===== src/rtl/ffc_pkg.sv =====
package ffc_pkg;
  typedef enum logic {
    RTS_ON  = 1'b0,
    RTS_OFF = 1'b1
  } rts_lvl_e;

  // threshold level from a code and a step size
  function automatic int unsigned lvl_scale(input int unsigned code, input int unsigned step);
    return code * step;
  endfunction

  // trigger level: codes 0..15 map to step..16*step
  function automatic int unsigned trig_scale(input int unsigned code, input int unsigned step);
    return (code + 1) * step;
  endfunction
endpackage


===== src/rtl/ffc_sync.sv =====
module ffc_sync #(
  parameter int STAGES    = 2,
  parameter bit RESET_VAL = 1'b1
) (
  input  logic clk,
  input  logic rst_n,
  input  logic d_async,
  output logic d_sync
);
  logic [STAGES-1:0] stage_q;

  genvar i;
  generate
    for (i = 0; i < STAGES; i++) begin : g_stage
      if (i == 0) begin : g_first
        always_ff @(posedge clk or negedge rst_n) begin
          if (!rst_n) stage_q[0] <= RESET_VAL;
          else        stage_q[0] <= d_async;
        end
      end else begin : g_next
        always_ff @(posedge clk or negedge rst_n) begin
          if (!rst_n) stage_q[i] <= RESET_VAL;
          else        stage_q[i] <= stage_q[i-1];
        end
      end
    end
  endgenerate

  assign d_sync = stage_q[STAGES-1];
endmodule


===== src/rtl/ffc_rts_ctrl.sv =====
module ffc_rts_ctrl #(
  parameter int CNT_W = 7,
  parameter int LVL_W = 4,
  parameter int STEP  = 4
) (
  input  logic             clk,
  input  logic             rst_n,
  input  logic [CNT_W-1:0] rx_count,
  input  logic [LVL_W-1:0] halt_code,
  input  logic [LVL_W-1:0] resume_code,
  input  logic             auto_en,
  input  logic             rts_req,
  output logic             rts_n,
  output logic             auto_act,
  output logic             above_halt,
  output logic             below_resume
);
  import ffc_pkg::*;
  localparam int LW = CNT_W + 1;

  logic [LW-1:0] halt_lvl, resume_lvl, cnt_ext;
  rts_lvl_e      rts_q, rts_d;

  assign cnt_ext      = {1'b0, rx_count};
  assign halt_lvl     = LW'(lvl_scale(32'(halt_code), STEP));
  assign resume_lvl   = LW'(lvl_scale(32'(resume_code), STEP));
  assign auto_act     = auto_en & rts_req;
  assign above_halt   = cnt_ext >= halt_lvl;
  assign below_resume = cnt_ext <= resume_lvl;

  always_comb begin
    rts_d = rts_q;
    if (!auto_act)         rts_d = rts_req ? RTS_ON : RTS_OFF;
    else if (above_halt)   rts_d = RTS_OFF;
    else if (below_resume) rts_d = RTS_ON;
  end

  always_ff @(posedge clk or negedge rst_n) begin
    if (!rst_n) rts_q <= RTS_OFF;
    else        rts_q <= rts_d;
  end

  assign rts_n = rts_q;

  a_r2_halt_on_level: assert property (@(posedge clk) disable iff (!rst_n)
    (auto_act && above_halt) |=> rts_n);
  a_r3_resume_on_level: assert property (@(posedge clk) disable iff (!rst_n)
    (auto_act && !above_halt && below_resume) |=> !rts_n);
  a_r4_hold_in_band: assert property (@(posedge clk) disable iff (!rst_n)
    (auto_act && !above_halt && !below_resume) |=> $stable(rts_n));
  a_r6_manual_follow: assert property (@(posedge clk) disable iff (!rst_n)
    (!auto_act) |=> (rts_n == !$past(rts_req)));
endmodule


===== src/rtl/ffc_cts_gate.sv =====
module ffc_cts_gate (
  input  logic clk,
  input  logic rst_n,
  input  logic auto_en,
  input  logic cts_sync,
  input  logic char_done,
  output logic tx_permit
);
  logic permit_q, permit_d;

  always_comb begin
    permit_d = permit_q;
    if (!auto_en)       permit_d = 1'b1;
    else if (!cts_sync) permit_d = 1'b1;
    else if (char_done) permit_d = 1'b0;
  end

  always_ff @(posedge clk or negedge rst_n) begin
    if (!rst_n) permit_q <= 1'b1;
    else        permit_q <= permit_d;
  end

  assign tx_permit = permit_q;

  a_r9_fall_at_boundary: assert property (@(posedge clk) disable iff (!rst_n)
    $fell(tx_permit) |-> ($past(char_done) && $past(cts_sync)));
  a_r10_resume_on_cts: assert property (@(posedge clk) disable iff (!rst_n)
    (auto_en && !cts_sync) |=> tx_permit);
  a_r11_gate_off: assert property (@(posedge clk) disable iff (!rst_n)
    (!auto_en) |=> tx_permit);
endmodule


===== src/rtl/ffc_trig.sv =====
module ffc_trig #(
  parameter int CNT_W = 7,
  parameter int LVL_W = 4,
  parameter int STEP  = 4
) (
  input  logic             clk,
  input  logic             rst_n,
  input  logic [CNT_W-1:0] rx_count,
  input  logic [LVL_W-1:0] trig_code,
  output logic             rx_trig
);
  import ffc_pkg::*;
  localparam int LW = CNT_W + 1;

  logic [LW-1:0] trig_lvl;
  logic          reached;

  assign trig_lvl = LW'(trig_scale(32'(trig_code), STEP));
  assign reached  = {1'b0, rx_count} >= trig_lvl;

  always_ff @(posedge clk or negedge rst_n) begin
    if (!rst_n) rx_trig <= 1'b0;
    else        rx_trig <= reached;
  end

  a_r7_trig_set: assert property (@(posedge clk) disable iff (!rst_n)
    ({1'b0, rx_count} >= trig_lvl) |=> rx_trig);
  a_r7_trig_clear: assert property (@(posedge clk) disable iff (!rst_n)
    ({1'b0, rx_count} < trig_lvl) |=> !rx_trig);
endmodule


===== src/rtl/fifo_flow_ctrl.sv =====
module fifo_flow_ctrl #(
  parameter int DEPTH       = 64,
  parameter int LVL_W       = 4,
  parameter int STEP        = 4,
  parameter int SYNC_STAGES = 2,
  localparam int CNT_W      = $clog2(DEPTH + 1)
) (
  input  logic             clk,
  input  logic             rst_n,
  input  logic [CNT_W-1:0] rx_count,
  input  logic [LVL_W-1:0] halt_code,
  input  logic [LVL_W-1:0] resume_code,
  input  logic [LVL_W-1:0] trig_code,
  input  logic             auto_rts_en,
  input  logic             auto_cts_en,
  input  logic             rts_req,
  input  logic             cts_n,
  input  logic             char_done,
  output logic             rts_n,
  output logic             tx_permit,
  output logic             rx_trig
);
  logic cts_sync;
  logic rts_auto_act, rts_above_halt, rts_below_resume;

  ffc_sync #(.STAGES(SYNC_STAGES), .RESET_VAL(1'b1)) u_cts_sync (
    .clk(clk), .rst_n(rst_n), .d_async(cts_n), .d_sync(cts_sync));

  ffc_rts_ctrl #(.CNT_W(CNT_W), .LVL_W(LVL_W), .STEP(STEP)) u_rts (
    .clk(clk), .rst_n(rst_n), .rx_count(rx_count),
    .halt_code(halt_code), .resume_code(resume_code),
    .auto_en(auto_rts_en), .rts_req(rts_req), .rts_n(rts_n),
    .auto_act(rts_auto_act), .above_halt(rts_above_halt),
    .below_resume(rts_below_resume));

  ffc_cts_gate u_gate (
    .clk(clk), .rst_n(rst_n), .auto_en(auto_cts_en), .cts_sync(cts_sync),
    .char_done(char_done), .tx_permit(tx_permit));

  ffc_trig #(.CNT_W(CNT_W), .LVL_W(LVL_W), .STEP(STEP)) u_trig (
    .clk(clk), .rst_n(rst_n), .rx_count(rx_count), .trig_code(trig_code),
    .rx_trig(rx_trig));

  a_r2_count_in_range: assert property (@(posedge clk) disable iff (!rst_n)
    rx_count <= CNT_W'(DEPTH));
endmodule


===== config.mk =====
export PLATFORM = sky130hd
export DESIGN_NAME = fifo_flow_ctrl
export DESIGN_NICKNAME = d
export VERILOG_FILES = /design/src/rtl/ffc_pkg.sv /design/src/rtl/ffc_sync.sv /design/src/rtl/ffc_rts_ctrl.sv /design/src/rtl/ffc_cts_gate.sv /design/src/rtl/ffc_trig.sv /design/src/rtl/fifo_flow_ctrl.sv
export SDC_FILE = /design/constraint.sdc
export NUM_CORES = 1
export LEC_CHECK = 0
export ABC_CLOCK_PERIOD_IN_PS = 1100
export BUFFER_PORTS_ARGS = -buffer_cell sky130_fd_sc_hd__buf_2
export CAP_MARGIN = 20
export CORE_MARGIN = 8
export CORE_UTILIZATION = 35
export CTS_CLUSTER_SIZE = 8
export DETAILED_ROUTE_END_ITERATION = 7
export GPL_ROUTABILITY_DRIVEN = 1
export PLACE_DENSITY = 0.75
export SLEW_MARGIN = 20
export SYNTH_ARGS = -nofsm -noshare
export SYNTH_HDL_FRONTEND = slang
export SYNTH_SLANG_ARGS = --single-unit

===== constraint.sdc =====
create_clock -name clk -period 1.1 [get_ports clk]
set_input_delay 0 -clock clk [delete_from_list [all_inputs] [get_ports clk]]
set_output_delay 0 -clock clk [all_outputs]
set_load 0.005 [all_outputs]

==> impl_metrics.yaml <==
run_status:
  status: "finished with violations"
  violations: "setup timing"
timing:
  timing.final.max_slew_violations: 0
  setup_violations: 1
  hold_viol: 0
  worst_hold_slack_ns: 0.01435
  setup_tns_ns: -0.06225
  slew_headroom_pct: 77.95
  rsz0062_at_grt: "yes"
  period_share_pct: 105.7
  finalCriticalPeriod_ns: 1.162
  worst_slack_ns: -0.06225
  fin_skew_ns: 0.004231
  worst_slew_pin_slew_ns: 0.3265
  clock.fmax_ghz: 0.8604
job:
  cap_violations: 0
grt:
  grt_overflow_total: 0
  antenna_found_initial: 0
  grt_use_met1_pct: 9.288
  grt_util_met2_pct: 20.80
  use_met3_pct: 2.174
  grt_max_degree: 6
  grtUsageTotal_pct: 10.35
  grt_pass1_vias: 619
  busiest_layer: "met2"
  grt_pass1_wl_mm: 2.277
power:
  switchingPower_mw: 0.1879
  power_frac_seq_pct: 30.9
  p_leak_nw: 0.4411
  p_int_mw: 0.4860
  power_density_mw_per_mm2: 807.6
  sw_frac_of_total_pct: 27.88
  pwr-share-comb_pct: 37.7
  ir_worst_vdd_mv: 0.3050
  pwr-share-clk_pct: 31.4
detailed_routing:
  via_per_inst: 5.062
  wire_per_inst_um: 12.63
  ant_nets: 0
  vias: 572
  first_pass_iters: 4
  drc: 0
  drt-total-wl_mm: 1.427
  drtIter0Drc: 10
clock_network:
  cts_setup_buffers: 0
  clock-sinks: 5
  clockRootBuffer: "clkbuf_4"
  h-tree-depth: 1
  cts_tree: "yes"
  clk_latency_ns: 0.24
  clk_pin_slew_ns: 0.05
  clockBufferDepth: 2
  cts_inserted_buffers: 3
worst_setup_path:
  arrival_ns: 1.28
  r2r_start: "u_rts.rts_n"
  r2r-end: "u_rts.rts_n"
  r2r_slack_ns: 0.27
  end_kind: "flop"
  crit_required_ns: 1.22
  start_kind: "input port"
  critPathMaxFanout: 2
  critical_path_class: "in -> reg"
  rr_worst_depth: 2
yosys:
  synthArstFlopShare_pct: 100.0
  synth-seq-area-share_pct: 25.12
  synth_area_um2: 518.0
  ys.flop_type: "dfstp_2"
  syn_nets: 95
  yosys.cell_types.count: 22
  netlist_instances: 55
  yosysWarnings: 0
  ys_ff_latch: 5
  synth_edf_count: 0
  avgSynthCellArea_um2: 9.418
die:
  die_area_mm2: 0.002967
  ioPinCount: 29
  fp.dieH_um: 54.47
  row_count: 14
  core_mm2: 0.001454
  start_util_pct: 35.63
  die_w_um: 54.47
placed_design:
  dp_cells: 104
  gp_congestion: 0.7140
  dp.final_hpwl_mm: 1.247
  port_buffers: 28
cells_and_area:
  synthToLayoutAreaGrowth_pct: 61.11
  n_antenna_cell: 0
  layout-drive-gt1-share_pct: 46.39
  stdcell_count: 113
  fill_cells: 138
  nets: 138
min_path:
  hold_path_end: "u_rts.rts_n"
  min_from: "auto_rts_en"
  hp-class: "in -> reg"
  hold_depth: 3
logic make-up after synthesis:
family	Yosys count	share of synthesized area, %
simple gates	13	15.70
flops	5	25.12
fa+ha+maj	14	33.82
buf+inv	10	7.247
xor+xnor	2	3.382
compound gates	11	14.74
per-layer routing:
metal | part of all wire, % | up-vias
li1 | - | 287
met1 | 38 | 254
met2 | 54 | 27
met3 | 6.9 | 4
met4 | 1.8 | 0
met5 | 0 | -
state kept, by name (all words and copies together), names as in the netlist:
signal	count
u_cts_sync.stage_q	1
u_cts_sync.d_sync	1
u_rts.rts_n	1
u_gate.tx_permit	1
u_trig.rx_trig	1
final cells by class:
class                      count  area (µm²)  area share (%)
multi-input combinational     40       380.4           45.58
timing repair buffer          38       240.2           28.79
sequential                     5       130.1           15.59
inverter                      10       37.54           4.498
clock buffer                   4       26.28           3.148
tap                           16       20.02           2.399
power groups by stage:
stage	registers, mW	clock network (mW)	logic, mW
after global routing	0.210	0.233	0.283
after global placement	0.210	0	0.217
after floorplan	0.211	0	0.117
after detailed placement	0.211	0	0.230
final	0.208	0.211	0.254
after CTS	0.209	0.226	0.257
repair_timing:
item | in CTS | in global routing
hold buffers | 5 | 0
pin swaps | 0 | 0
gates cloned | 0 | 0
resized for setup | 4 | 0
endpoints found under the setup margin | 1 | 1
hold endpoints to repair | 8 | 0
worst max path at each step:
stage / from / to / slack (ns) / cells past startpoint
after floorplan: trig_code[1] / u_trig.rx_trig / -0.15 / 7
after global placement: trig_code[1] / u_trig.rx_trig / -0.33 / 8
after detailed placement: trig_code[1] / u_trig.rx_trig / -0.35 / 8
after global routing: trig_code[1] / u_trig.rx_trig / -0.08 / 8
final: trig_code[1] / u_trig.rx_trig / -0.06 / 8
after CTS: trig_code[1] / u_trig.rx_trig / -0.05 / 8
critical path, cell delays in order:
cell and delay, ns:
buf_6 0.10, ha_4 0.25, inv_2 0.04, ha_4 0.23, nor2b_4 0.12, a311o_1 0.29
a211oi_2 0.19, o21bai_1 0.08
placed cells by master, fill, tap and decap left out, types with 2 or more instances in the layout:
master,netlist,routed
dlygate4sd3_1,0,5
nand3_1,4,4
clkbuf_4,0,3
buf_6,0,2
dfstp_2,4,4
nor3_1,2,2
ha_1,14,12
ha_4,0,2
buf_4,0,5
nor2_1,2,2
a21oi_1,2,2
o211ai_1,2,2
buf_2,0,26
o21ai_0,2,2
inv_1,10,9
Yosys cell counts, types with 2 or more instances:
| master | count | area [µm²] |
|---|---|---|
| ha_1 | 14 | 175.2 |
| a21oi_1 | 2 | 10.01 |
| inv_1 | 10 | 37.54 |
| o211ai_1 | 2 | 15.01 |
| nand3_1 | 4 | 20.02 |
| nor2_1 | 2 | 7.510 |
| nor3_1 | 2 | 10.01 |
| dfstp_2 | 4 | 105.1 |
| o21ai_0 | 2 | 10.01 |
stage by stage:
step / setup WS [ns] / area, µm² / util, % / power (mW)
after floorplan: -0.1472 / 543.0 / - / 0.3287
after global placement: -0.3267 / 740.7 / 50.95 / 0.4271
after detailed placement: -0.3548 / 740.7 / 50.95 / 0.4409
after CTS: -0.05124 / 834.6 / 57.40 / 0.6909
after global routing: -0.08150 / 834.6 / 57.40 / 0.7256
final: -0.06225 / 834.6 / 57.40 / 0.6739
Power figures use the tool's default switching activity.
